<file path="src/rtl/apb_rr_pkg.sv">
`timescale 1ns/1ps
package apb_rr_pkg;

  // How the current requester access is being served.
  typedef enum logic [1:0] {
    RT_IDLE = 2'd0,  // no select from requester
    RT_SLOT = 2'd1,  // routed to one completer window
    RT_HOLE = 2'd2   // outside every window, answered locally
  } route_e;

endpackage

</file>
<file path="src/rtl/apb_rr_decode.sv">
`timescale 1ns/1ps
module apb_rr_decode
  import apb_rr_pkg::*;
#(
  parameter int ADDR_W   = 32,
  parameter int N_SLOTS  = 4,
  parameter int SLOT_LSB = 12,
  parameter int MAP_MSB  = 15,
  localparam int IDX_W   = (N_SLOTS > 1) ? $clog2(N_SLOTS) : 1
) (
  input  logic              psel,
  input  logic [ADDR_W-1:0] paddr,
  output logic [N_SLOTS-1:0] slot_sel,
  output logic [IDX_W-1:0]  slot_idx,
  output route_e            route
);

  localparam int GUARD_LSB = SLOT_LSB + IDX_W;

  logic guard_set;

  // Bits between the window index and the top of the map must be zero.
  generate
    if (MAP_MSB >= GUARD_LSB) begin : g_guard
      assign guard_set = |paddr[MAP_MSB:GUARD_LSB];
    end else begin : g_noguard
      assign guard_set = 1'b0;
    end
  endgenerate

  assign slot_idx = paddr[SLOT_LSB +: IDX_W];

  always_comb begin
    slot_sel = '0;
    route    = RT_IDLE;
    if (psel) begin
      if (guard_set) begin
        route = RT_HOLE;
      end else begin
        route              = RT_SLOT;
        slot_sel[slot_idx] = 1'b1;
      end
    end
  end

endmodule

</file>
<file path="src/rtl/apb_rr_or_fold.sv">
`timescale 1ns/1ps
module apb_rr_or_fold #(
  parameter int N_SLOTS = 4,
  parameter int DATA_W  = 32
) (
  input  logic [N_SLOTS*DATA_W-1:0] lanes,
  output logic [DATA_W-1:0]         folded,
  output logic [N_SLOTS-1:0]        nonzero
);

  // Per-slot activity: does this completer present any set bit.
  generate
    for (genvar g = 0; g < N_SLOTS; g++) begin : g_nz
      assign nonzero[g] = |lanes[g*DATA_W +: DATA_W];
    end
  endgenerate

  always_comb begin
    folded = '0;
    for (int i = 0; i < N_SLOTS; i++) begin
      folded = folded | lanes[i*DATA_W +: DATA_W];
    end
  end

endmodule

</file>
<file path="src/rtl/apb_rr_resp.sv">
`timescale 1ns/1ps
module apb_rr_resp
  import apb_rr_pkg::*;
#(
  parameter int              N_SLOTS   = 4,
  parameter int              DATA_W    = 32,
  parameter logic [DATA_W-1:0] HOLE_WORD = 32'hDEAD_DEAD,
  localparam int             IDX_W     = (N_SLOTS > 1) ? $clog2(N_SLOTS) : 1
) (
  input  route_e             route,
  input  logic               penable,
  input  logic [IDX_W-1:0]   slot_idx,
  input  logic [DATA_W-1:0]  or_data,
  input  logic [N_SLOTS-1:0] slot_ready,
  input  logic [N_SLOTS-1:0] slot_err,
  output logic [DATA_W-1:0]  rdata,
  output logic               ready,
  output logic               err
);

  always_comb begin
    rdata = or_data;
    ready = 1'b0;
    err   = 1'b0;
    unique case (route)
      RT_SLOT: begin
        // Only the owner's handshake bits reach the requester.
        ready = slot_ready[slot_idx];
        err   = slot_err[slot_idx];
      end
      RT_HOLE: begin
        // Answer locally, no wait states, flagged as an error.
        rdata = HOLE_WORD;
        ready = penable;
        err   = penable;
      end
      default: begin
        ready = 1'b0;
        err   = 1'b0;
      end
    endcase
  end

endmodule

</file>
<file path="src/rtl/apb_rr_owner_watch.sv">
`timescale 1ns/1ps
module apb_rr_owner_watch #(
  parameter int N_SLOTS = 4
) (
  input  logic               clk,
  input  logic               rst,
  input  logic               rd_access,
  input  logic [N_SLOTS-1:0] slot_sel,
  input  logic [N_SLOTS-1:0] slot_nonzero,
  output logic               flag
);

  logic [N_SLOTS-1:0] stray;

  generate
    for (genvar g = 0; g < N_SLOTS; g++) begin : g_stray
      assign stray[g] = slot_nonzero[g] & ~slot_sel[g];
    end
  endgenerate

  always_ff @(posedge clk) begin
    if (rst) begin
      flag <= 1'b0;
    end else if (rd_access && (|stray)) begin
      flag <= 1'b1;
    end
  end

endmodule

</file>
<file path="src/rtl/apb_rdret_hub.sv">
`timescale 1ns/1ps
module apb_rdret_hub
  import apb_rr_pkg::*;
#(
  parameter int              ADDR_W    = 32,
  parameter int              DATA_W    = 32,
  parameter int              N_SLOTS   = 4,
  parameter int              SLOT_LSB  = 12,
  parameter int              MAP_MSB   = 15,
  parameter logic [DATA_W-1:0] HOLE_WORD = 32'hDEAD_DEAD
) (
  input  logic                      clk,
  input  logic                      rst,
  input  logic                      req_psel,
  input  logic                      req_penable,
  input  logic                      req_pwrite,
  input  logic [ADDR_W-1:0]         req_paddr,
  output logic [DATA_W-1:0]         req_prdata,
  output logic                      req_pready,
  output logic                      req_pslverr,
  output logic [N_SLOTS-1:0]        cmp_psel,
  input  logic [N_SLOTS*DATA_W-1:0] cmp_prdata,
  input  logic [N_SLOTS-1:0]        cmp_pready,
  input  logic [N_SLOTS-1:0]        cmp_pslverr,
  output logic                      own_violation
);

  localparam int IDX_W = (N_SLOTS > 1) ? $clog2(N_SLOTS) : 1;

  route_e             route;
  logic [IDX_W-1:0]   slot_idx;
  logic [DATA_W-1:0]  or_data;
  logic [N_SLOTS-1:0] slot_nz;
  logic               rd_access;

  assign rd_access = req_psel & req_penable & ~req_pwrite;

  apb_rr_decode #(
    .ADDR_W  (ADDR_W),
    .N_SLOTS (N_SLOTS),
    .SLOT_LSB(SLOT_LSB),
    .MAP_MSB (MAP_MSB)
  ) u_decode (
    .psel    (req_psel),
    .paddr   (req_paddr),
    .slot_sel(cmp_psel),
    .slot_idx(slot_idx),
    .route   (route)
  );

  apb_rr_or_fold #(
    .N_SLOTS(N_SLOTS),
    .DATA_W (DATA_W)
  ) u_fold (
    .lanes  (cmp_prdata),
    .folded (or_data),
    .nonzero(slot_nz)
  );

  apb_rr_resp #(
    .N_SLOTS  (N_SLOTS),
    .DATA_W   (DATA_W),
    .HOLE_WORD(HOLE_WORD)
  ) u_resp (
    .route     (route),
    .penable   (req_penable),
    .slot_idx  (slot_idx),
    .or_data   (or_data),
    .slot_ready(cmp_pready),
    .slot_err  (cmp_pslverr),
    .rdata     (req_prdata),
    .ready     (req_pready),
    .err       (req_pslverr)
  );

  apb_rr_owner_watch #(
    .N_SLOTS(N_SLOTS)
  ) u_watch (
    .clk         (clk),
    .rst         (rst),
    .rd_access   (rd_access),
    .slot_sel    (cmp_psel),
    .slot_nonzero(slot_nz),
    .flag        (own_violation)
  );

endmodule

</file>
<file path="config.mk">
export PLATFORM = sky130hd
export DESIGN_NAME = apb_rdret_hub
export DESIGN_NICKNAME = d
export VERILOG_FILES = /design/src/rtl/apb_rr_pkg.sv /design/src/rtl/apb_rr_decode.sv /design/src/rtl/apb_rr_or_fold.sv /design/src/rtl/apb_rr_resp.sv /design/src/rtl/apb_rr_owner_watch.sv /design/src/rtl/apb_rdret_hub.sv
export SDC_FILE = /design/constraint.sdc
export NUM_CORES = 1
export LEC_CHECK = 0
export CAP_MARGIN = 20
export CORE_AREA = 2 2 82 84
export CTS_BUF_LIST = sky130_fd_sc_hd__clkbuf_8
export DETAILED_ROUTE_END_ITERATION = 10
export DIE_AREA = 0 0 84 86
export GPL_ROUTABILITY_DRIVEN = 0
export MAX_ROUTING_LAYER = met4
export PLACE_DENSITY = 0.83
export RECOVER_POWER = 100
export SLEW_MARGIN = 0
export SYNTH_ARGS = -nofsm -noshare
export SYNTH_HDL_FRONTEND = slang
export SYNTH_SLANG_ARGS = --single-unit
</file>
<file path="constraint.sdc">
create_clock -name clk -period 1.15 [get_ports clk]
set_input_delay 0.23 -clock clk [delete_from_list [all_inputs] [get_ports clk]]
set_output_delay 0.23 -clock clk [all_outputs]
set_load 0.02 [all_outputs]
</file>
==> flow_summary.toml, run 1 <==
[run_status]
status = "finished, violations left"
violations = "negative setup slack"

[setup_path]
crit_path_max_incr_delay_ns = 0.28
worst_ep_arrival_time_ns = 1.38
cpMaxStageDelayCell = "dlygate4sd2_1"
critical_path_class = "primary input to register"
cp_max_fo = 2
cp.required_ns = 1.03
cp-start-kind = "primary input"
worstSetupEndpointType = "register"
cp_cell_sequence = "dlygate4sd2_1 > nor4_2 > nand4_1 > o22ai_1 > a41o_1 > a21oi_2"
path_buf_inv = 1
crit_family = "simple AND/OR/NAND/NOR gates"

[pwr]
power.leakage_nw = 1.35
vdd_drop_max_mv = 0.226
power.density_mw_per_mm2 = 330
p_total_mw = 1.15

[global_route]
busiest_layer = "met2"
track_usage = 0.212
grt_max_degree = 7
antenna_found_initial = 0
grt_pass1_wl_um = 12200
use_met2 = 0.427
grtUsageMet1 = 0.224
overflow = 0
grt_pass1_vias = 2390
met3_usage = 0.0221

[drt]
ant_nets = 0
drtIter0Drc = 18
routed_via_density = 5.13
drc_errors = 0
drt_first_pass_iters = 4
num_vias = 2182
wl_per_cell_um = 20.4
wirelength_um = 8660

[sta]
final.setup.worst_slack_ns = -0.347
max_freq_ghz = 0.668
hold_viol_final = 0
period_share = 1.30
hold_slack_ns = 0.465
finalClockSkew_ns = 0
final_max_slew_viol_count = 0
min_period_ns = 1.50
setup_viol = 38
tightest_slew_ns = 0.451
rsz0062_at_grt = "yes"
slew_headroom = 0.697

[floorplanning]
initial_utilization = 0.129
coreArea_sq_mm = 0.00628
pin_count = 212
die_width_um = 84
dieArea_sq_mm = 0.00722
rows = 29
die_y_um = 86

[logic_synthesis]
synthFlopType = "dfxtp_1"
yosysWarnings = 0
synth_top_family_by_area = "simple AND/OR/NAND/NOR gates"
synth_area_sq_um = 811
synth_compound_area_frac = 0.0895
synth-adder-area-share = 0
muxShareOfSynthArea = 0.0556
yosysUniqueCellTypes = 21
avgSynthCellArea_sq_um = 5.96
synth_top_area_share = 0.494
synthXorXnorAreaFrac = 0
syn_nets = 309
synthSimpleGateAreaFrac = 0.801
synth.area.top_cells = "nor4_1 49%, nand2_1 13%, nand4_1 6.2%"
synthArstFlopShare = 0
synth_seq_cells = 1
synth_edf_count = 0
synthCells = 136
synth_area_leader_cell = "nor4_1"
ys_seq_area_frac = 0.0247

[placed_design]
place_inst = 419
place_ws_ns = -1.46
io_buffers = 183
dp_hpwl_um = 6280

[flow_run]
cap_viol_max_count = 0

[cells_and_area]
largest_reg_flops = 1
diodes = 0
stdcell_count = 425
areaGrowthSynthToFinish_pct = 331
reg_top3 = "u_watch.flag (1)"
top_register = "u_watch.flag"
post-route-util = 0.556
drive_gt1_frac = 0.710
nets = 523

[min_path]
holdCritPathClass = "register to register"

[clocking]
clkTransAtPathRegs_ns = 0
clk_latency_ns = 0
layout by cell type, fill, tap and decap left out, drive strengths merged:
cell / n
a21boi: 2
a21oi: 1
a41o: 1
and3: 1
buf: 112
clkbuf: 27
clkdlybuf4s15: 37
clkdlybuf4s50: 2
dfxtp: 1
dlygate4sd2: 39
inv: 1
mux4: 2
nand2: 27
nand3b: 1
nand4: 8
nor2: 13
nor2b: 1
nor3: 1
nor3b: 1
nor4: 64
o21ai: 2
o21bai: 1
o22ai: 2
o32ai: 1
logic make-up (layout without fill, tap and decap cells):
family,count (synthesis),after routing
buf+inv,6,218
flops,1,1
mux,2,2
simple gates,117,117
compound gates,10,10
worst min-delay path: stages, from the launching register on:
cell	delay, ns
dfxtp_1	0.29
inv_1	0.07
a21oi_2	0.05
Yosys cell counts (2+ instances only):
cell / instances
clkbuf_1: 4
nor2_1: 13
a21boi_0: 2
nor4_1: 64
nand4_1: 8
mux4_2: 2
nand2_1: 27
o21ai_0: 2
o22ai_1: 2
power by group:
group / internal (mW) / total (mW) / switching [mW]
Combinational: 0.564 / 1.11 / 0.549
Sequential: 0.0373 / 0.0383 / 0.000950
Clock: 0 / 0 / 0
Total: 0.601 / 1.15 / 0.550
layer usage:
metal  vias up  routed length, um
met5         -                  0
met4         0                204
met3        22                473
met2       112               4970
met1      1044               3010
li1       1004                  -
path summary, 6_finish.rpt:
kind | start | to | slack [ns] | cells after the start
worst max-delay path | cmp_prdata[33] | u_watch.flag$_SDFFE_PP0P_ | -0.35 | 6
worst min-delay path | u_watch.flag$_SDFFE_PP0P_ | u_watch.flag$_SDFFE_PP0P_ | 0.46 | 2
worst max register to register | u_watch.flag$_SDFFE_PP0P_ | u_watch.flag$_SDFFE_PP0P_ | 0.60 | 2
worst min register to register | u_watch.flag$_SDFFE_PP0P_ | u_watch.flag$_SDFFE_PP0P_ | 0.46 | 2
cell type report:
| cell class | instances | area (sq um) |
|---|---|---|
| Sequential cell | 1 | 20.0 |
| Inverter | 1 | 3.75 |
| Multi-Input combinational cell | 129 | 1500 |
| Timing Repair Buffer | 217 | 1870 |
| Tap cell | 77 | 96.3 |
| Fill cell | 560 | 2790 |
timing repair:
action	4_1_cts	5_1_grt
cloned	2	0
buffers inserted	4	2
gates resized for setup	623	122
endpoints found under the setup margin	40	39
pin swaps	63	45
hold buffers	0	0
through the flow:
| stage | setup TNS, ns | instance area (sq um) |
|---|---|---|
| 2_1_floorplan | -1.17 | 835 |
| 3_3_place_gp | -40.34 | 2950 |
| 3_5_place_dp | -40.60 | 2950 |
| 4_1_cts | -5.45 | 3260 |
| 5_1_grt | -6.54 | 3490 |
| 6_report | -5.23 | 3490 |
(Power assumes the default switching activity.)
==> inputs of run 2 (changes only) <==
- CAP_MARGIN: 20 -> 15
- CORE_AREA: 2 2 82 84 -> not set
- CORE_MARGIN: not set -> 4
- CORE_UTILIZATION: not set -> 14
- DIE_AREA: 0 0 84 86 -> not set
- PLACE_DENSITY: 0.83 -> 0.88
==> run 2 against run 1 <==
Against the previous run:
- the run still ends with negative setup slack left
- routed wire length up 5.6%
- sequential power is essentially flat
- fmax up 1.8%
- critical path type unchanged
- largest power group unchanged
==> flow_summary.toml, run 2 (synthesis results as in run 1) <==
[run_status]
status = "finished, violations left"
violations = "negative setup slack"

[floorplanning]
pin_count = 212
initial_utilization = 0.145
die_width_um = 84.1
die_y_um = 84.1
dieArea_sq_mm = 0.00707
rows = 27
coreArea_sq_mm = 0.00557

[sta]
min_period_ns = 1.47
finalClockSkew_ns = 0
hold_viol_final = 0
tightest_slew_ns = 0.509
rsz0062_at_grt = "yes"
final_max_slew_viol_count = 0
period_share = 1.28
setup_viol = 38
final.setup.worst_slack_ns = -0.320
slew_headroom = 0.658
max_freq_ghz = 0.680

[global_route]
grt_max_degree = 8
track_usage = 0.235
overflow = 0
grt_pass1_wl_um = 13100
busiest_layer = "met2"
met3_usage = 0.0316
use_met2 = 0.479
antenna_found_initial = 1
grtUsageMet1 = 0.221
grt_pass1_vias = 2605

[placed_design]
dp_hpwl_um = 6640
place_inst = 422
io_buffers = 183
place_ws_ns = -1.09
placed_area_sq_mm = 0.00300

[drt]
ant_nets = 0
num_vias = 2280
drc_errors = 0
routed_via_density = 5.35
drtIter0Drc = 30
wl_per_cell_um = 21.5
drt_first_pass_iters = 4
wirelength_um = 9140

[cells_and_area]
stdcell_area_sq_mm = 0.00356
reg_top3 = "u_watch.flag (1)"
top_register = "u_watch.flag"
stdcell_count = 426
drive_gt1_frac = 0.771
final_common_cell = "buf_6"
final_cell_mix = "57 x buf_6, 55 x clkbuf_2, 39 x nor4_2"
nets = 528
largest_reg_flops = 1
areaGrowthSynthToFinish_pct = 339

[min_path]
holdCritPathClass = "register to register"

[setup_path]
cp.required_ns = 1.03
cp-start-kind = "primary input"
cp_cell_sequence = "clkdlybuf4s15_1 > nor4_4 > nand4_1 > o21bai_1 > a41o_1 > a21oi_2"
cpMaxStageDelayCell = "nor4_4"
worstSetupEndpointType = "register"
cp_max_fo = 2
critical_path_class = "primary input to register"
crit_path_max_incr_delay_ns = 0.26
worst_ep_arrival_time_ns = 1.35

[pwr]
vdd_drop_max_mv = 0.224
power.leakage_nw = 1.42
power.density_mw_per_mm2 = 338

[clocking]
clkTransAtPathRegs_ns = 0
clk_latency_ns = 0

[flow_run]
cap_viol_max_count = 0
[run 2: report_power, final]
part	switching [mW]	internal [mW]	leakage [nW]
registers	0.00104	0.0373	0.00820
clock network	0	0.000000116	0.00000634
logic	0.577	0.585	1.42
[run 2: per-stage QoR]
step / power, mW / hold slack (ns) / util / setup TNS [ns]
2_1_floorplan: 0.240 / 0.292 / - / -1.17
3_3_place_gp: 1.01 / 0.440 / 0.539 / -36.15
3_5_place_dp: 1.03 / 0.456 / 0.539 / -37.22
4_1_cts: 1.07 / 0.467 / 0.616 / -4.89
5_1_grt: 1.26 / 0.475 / 0.638 / -7.32
6_report: 1.20 / 0.458 / 0.638 / -5.71
[run 2: layer usage]
layer / share of wire / wire length, um
met2: 0.58 / 5260
met5: 0 / 0
met1: 0.33 / 3030
met3: 0.063 / 575
met4: 0.030 / 277
[run 2: path summary, 6_finish.rpt]
path / cells past startpoint / slack, ns / to / startpoint
setup / recovery: 6 / -0.32 / u_watch.flag$_SDFFE_PP0P_ / cmp_prdata[105]
hold / removal: 2 / 0.46 / u_watch.flag$_SDFFE_PP0P_ / u_watch.flag$_SDFFE_PP0P_
setup reg to reg: 2 / 0.60 / u_watch.flag$_SDFFE_PP0P_ / u_watch.flag$_SDFFE_PP0P_
hold reg to reg: 2 / 0.46 / u_watch.flag$_SDFFE_PP0P_ / u_watch.flag$_SDFFE_PP0P_
[run 2: area by class of cell]
type                    count  area (sq um)
inverters                   1          3.75
flip-flops and latches      1          20.0
multi-input cells         129          1570
repair buffers            222          1870
fillers                   471          2020
diodes                      1          2.50
well taps                  72          90.1
[run 2: repair_timing]
action,4_1_cts,5_1_grt
gates cloned,2,0
hold buffers,0,0
resized for setup,596,185
pin swaps,82,59
endpoints found under the setup margin,40,39
buffers inserted,4,4
[run 2: worst max-delay path: cells and delay by family]
family          cells  cell delay [ns]
compound gates      3             0.46
buf+inv             1             0.22
simple gates        2             0.45
==> inputs of run 3 (changes only) <==
- CORE_MARGIN: 4 -> 5
==> run 3 against run 2 <==
Against the previous run:
- the flow still finishes with violations (negative setup slack)
- clock skew stayed put
- fmax is 3.2% lower
- global-route usage is 1.5 points lower
- sequential power hardly changed
- worst hold slack better by 0.0080 ns
- cell area is 0.21% higher
- first-iteration DRC count is 90% higher
- core utilization is 0.13 points higher
- worst setup slack worse by 0.048 ns
- largest cell class unchanged
- highest routed layer unchanged
==> flow_summary.toml, run 3 (synthesis results as in run 1) <==
[cells_and_area]
drive_gt1_frac = 0.773
stdcell_area_sq_mm = 0.00356
largest_reg_flops = 1
final_common_cell = "buf_6"
diodes = 0
areaGrowthSynthToFinish_pct = 340
final_cell_mix = "54 x buf_6, 52 x buf_2, 42 x nor4_2"
top_register = "u_watch.flag"
post-route-util = 0.639
stdcell_count = 424
nets = 527
reg_top3 = "u_watch.flag (1)"

[min_path]
hold_depth = 2
holdCritPathClass = "register to register"
hp-start = "u_watch.flag$_SDFFE_PP0P_"
hold_path_end = "u_watch.flag$_SDFFE_PP0P_"

[floorplanning]
dieArea_sq_mm = 0.00741
die_width_um = 86.1
rows = 27
die_y_um = 86.1
pin_count = 212
coreArea_sq_mm = 0.00557
initial_utilization = 0.145

[drt]
drtIter0Drc = 57
ant_nets = 0
wirelength_um = 8870
drt_first_pass_iters = 4
num_vias = 2218
wl_per_cell_um = 20.9
drc_errors = 0
routed_via_density = 5.23

[setup_path]
worst-r2r-setup-slack_ns = 0.60
r2r_start = "u_watch.flag$_SDFFE_PP0P_"
critical_path_class = "primary input to register"
cp.required_ns = 1.03
rr_worst_depth = 2
worst_ep_arrival_time_ns = 1.40
cp_max_fo = 2
rr_endpoint = "u_watch.flag$_SDFFE_PP0P_"
cp-start-kind = "primary input"
worstSetupEndpointType = "register"

[run_status]
violations = "negative setup slack"
status = "finished, violations left"

[global_route]
grt_pass1_vias = 2582
overflow = 0
track_usage = 0.221
antenna_found_initial = 0
grt_max_degree = 8
grt_pass1_wl_um = 12800

[sta]
slew_headroom = 0.722
setup_viol = 39
max_freq_ghz = 0.659
final.setup.worst_slack_ns = -0.368
final.setup.tns_ns = -5.23
finalClockSkew_ns = 0
rsz0062_at_grt = "yes"
min_period_ns = 1.52
period_share = 1.32
tightest_slew_ns = 0.414
final_max_slew_viol_count = 0
hold_viol_final = 0

[placed_design]
io_buffers = 183
placed_area_sq_mm = 0.00297
place_inst = 418
dp_hpwl_um = 6850

[pwr]
power.leakage_nw = 1.41
vdd_drop_max_mv = 0.242
power.density_mw_per_mm2 = 330

[clocking]
clkTransAtPathRegs_ns = 0
clk_latency_ns = 0

[flow_run]
cap_viol_max_count = 0
## run 3: layer usage
metal / vias to the layer above / routed length, um / global-route usage
met4: 0 / 158 / 0.0504
met5: - / 0 / -
li1: 1011 / - / -
met3: 12 / 587 / 0.0279
met1: 1074 / 3030 / 0.215
met2: 121 / 5090 / 0.451
## run 3: timing repair
item	in CTS	in global routing
resized for setup	718	99
setup buffers	4	2
pin swaps	65	31
endpoints found under the hold margin	0	0
hold buffers	0	0
endpoints found under the setup margin	40	39
gates cloned	2	0
## run 3: worst max-delay path, stage by stage
cell and delay (ns):
clkdlybuf4s15_1 0.22, nor4_2 0.35, nand4_1 0.17, o21bai_1 0.16
a41o_1 0.22, a21oi_2 0.06
## run 3: worst max-delay path by stage
stage / startpoint / end / slack, ns / depth (start not counted)
finish: cmp_prdata[121] / u_watch.flag$_SDFFE_PP0P_ / -0.37 / 6
global route: cmp_prdata[121] / u_watch.flag$_SDFFE_PP0P_ / -0.43 / 6
CTS: cmp_prdata[77] / u_watch.flag$_SDFFE_PP0P_ / -0.28 / 7
detailed placement: req_paddr[12] / req_pslverr / -1.11 / 5
global placement: req_paddr[12] / req_pready / -1.08 / 5
floorplan: req_paddr[12] / req_pslverr / -0.1 / 4
## run 3: power breakdown
group / total (mW) / internal, mW / switching, mW
Clock: 0 / 0 / 0
Combinational: 1.14 / 0.588 / 0.550
Sequential: 0.0386 / 0.0373 / 0.00130
## run 3: area by class of cell
class | count | area (sq um)
Fill cell | 475 | 2010
Inverter | 1 | 3.75
Multi-Input combinational cell | 129 | 1530
Sequential cell | 1 | 20.0
Tap cell | 72 | 90.1
Timing Repair Buffer | 221 | 1920
## run 3: stage by stage
step           power [mW]  setup slack [ns]  hold slack, ns
5_1_grt              1.24            -0.425           0.488
6_report             1.18            -0.368           0.466
3_5_place_dp         1.02             -1.11           0.469
2_1_floorplan       0.240           -0.0985           0.292
4_1_cts              1.03            -0.284           0.475
3_3_place_gp         1.00             -1.08           0.457
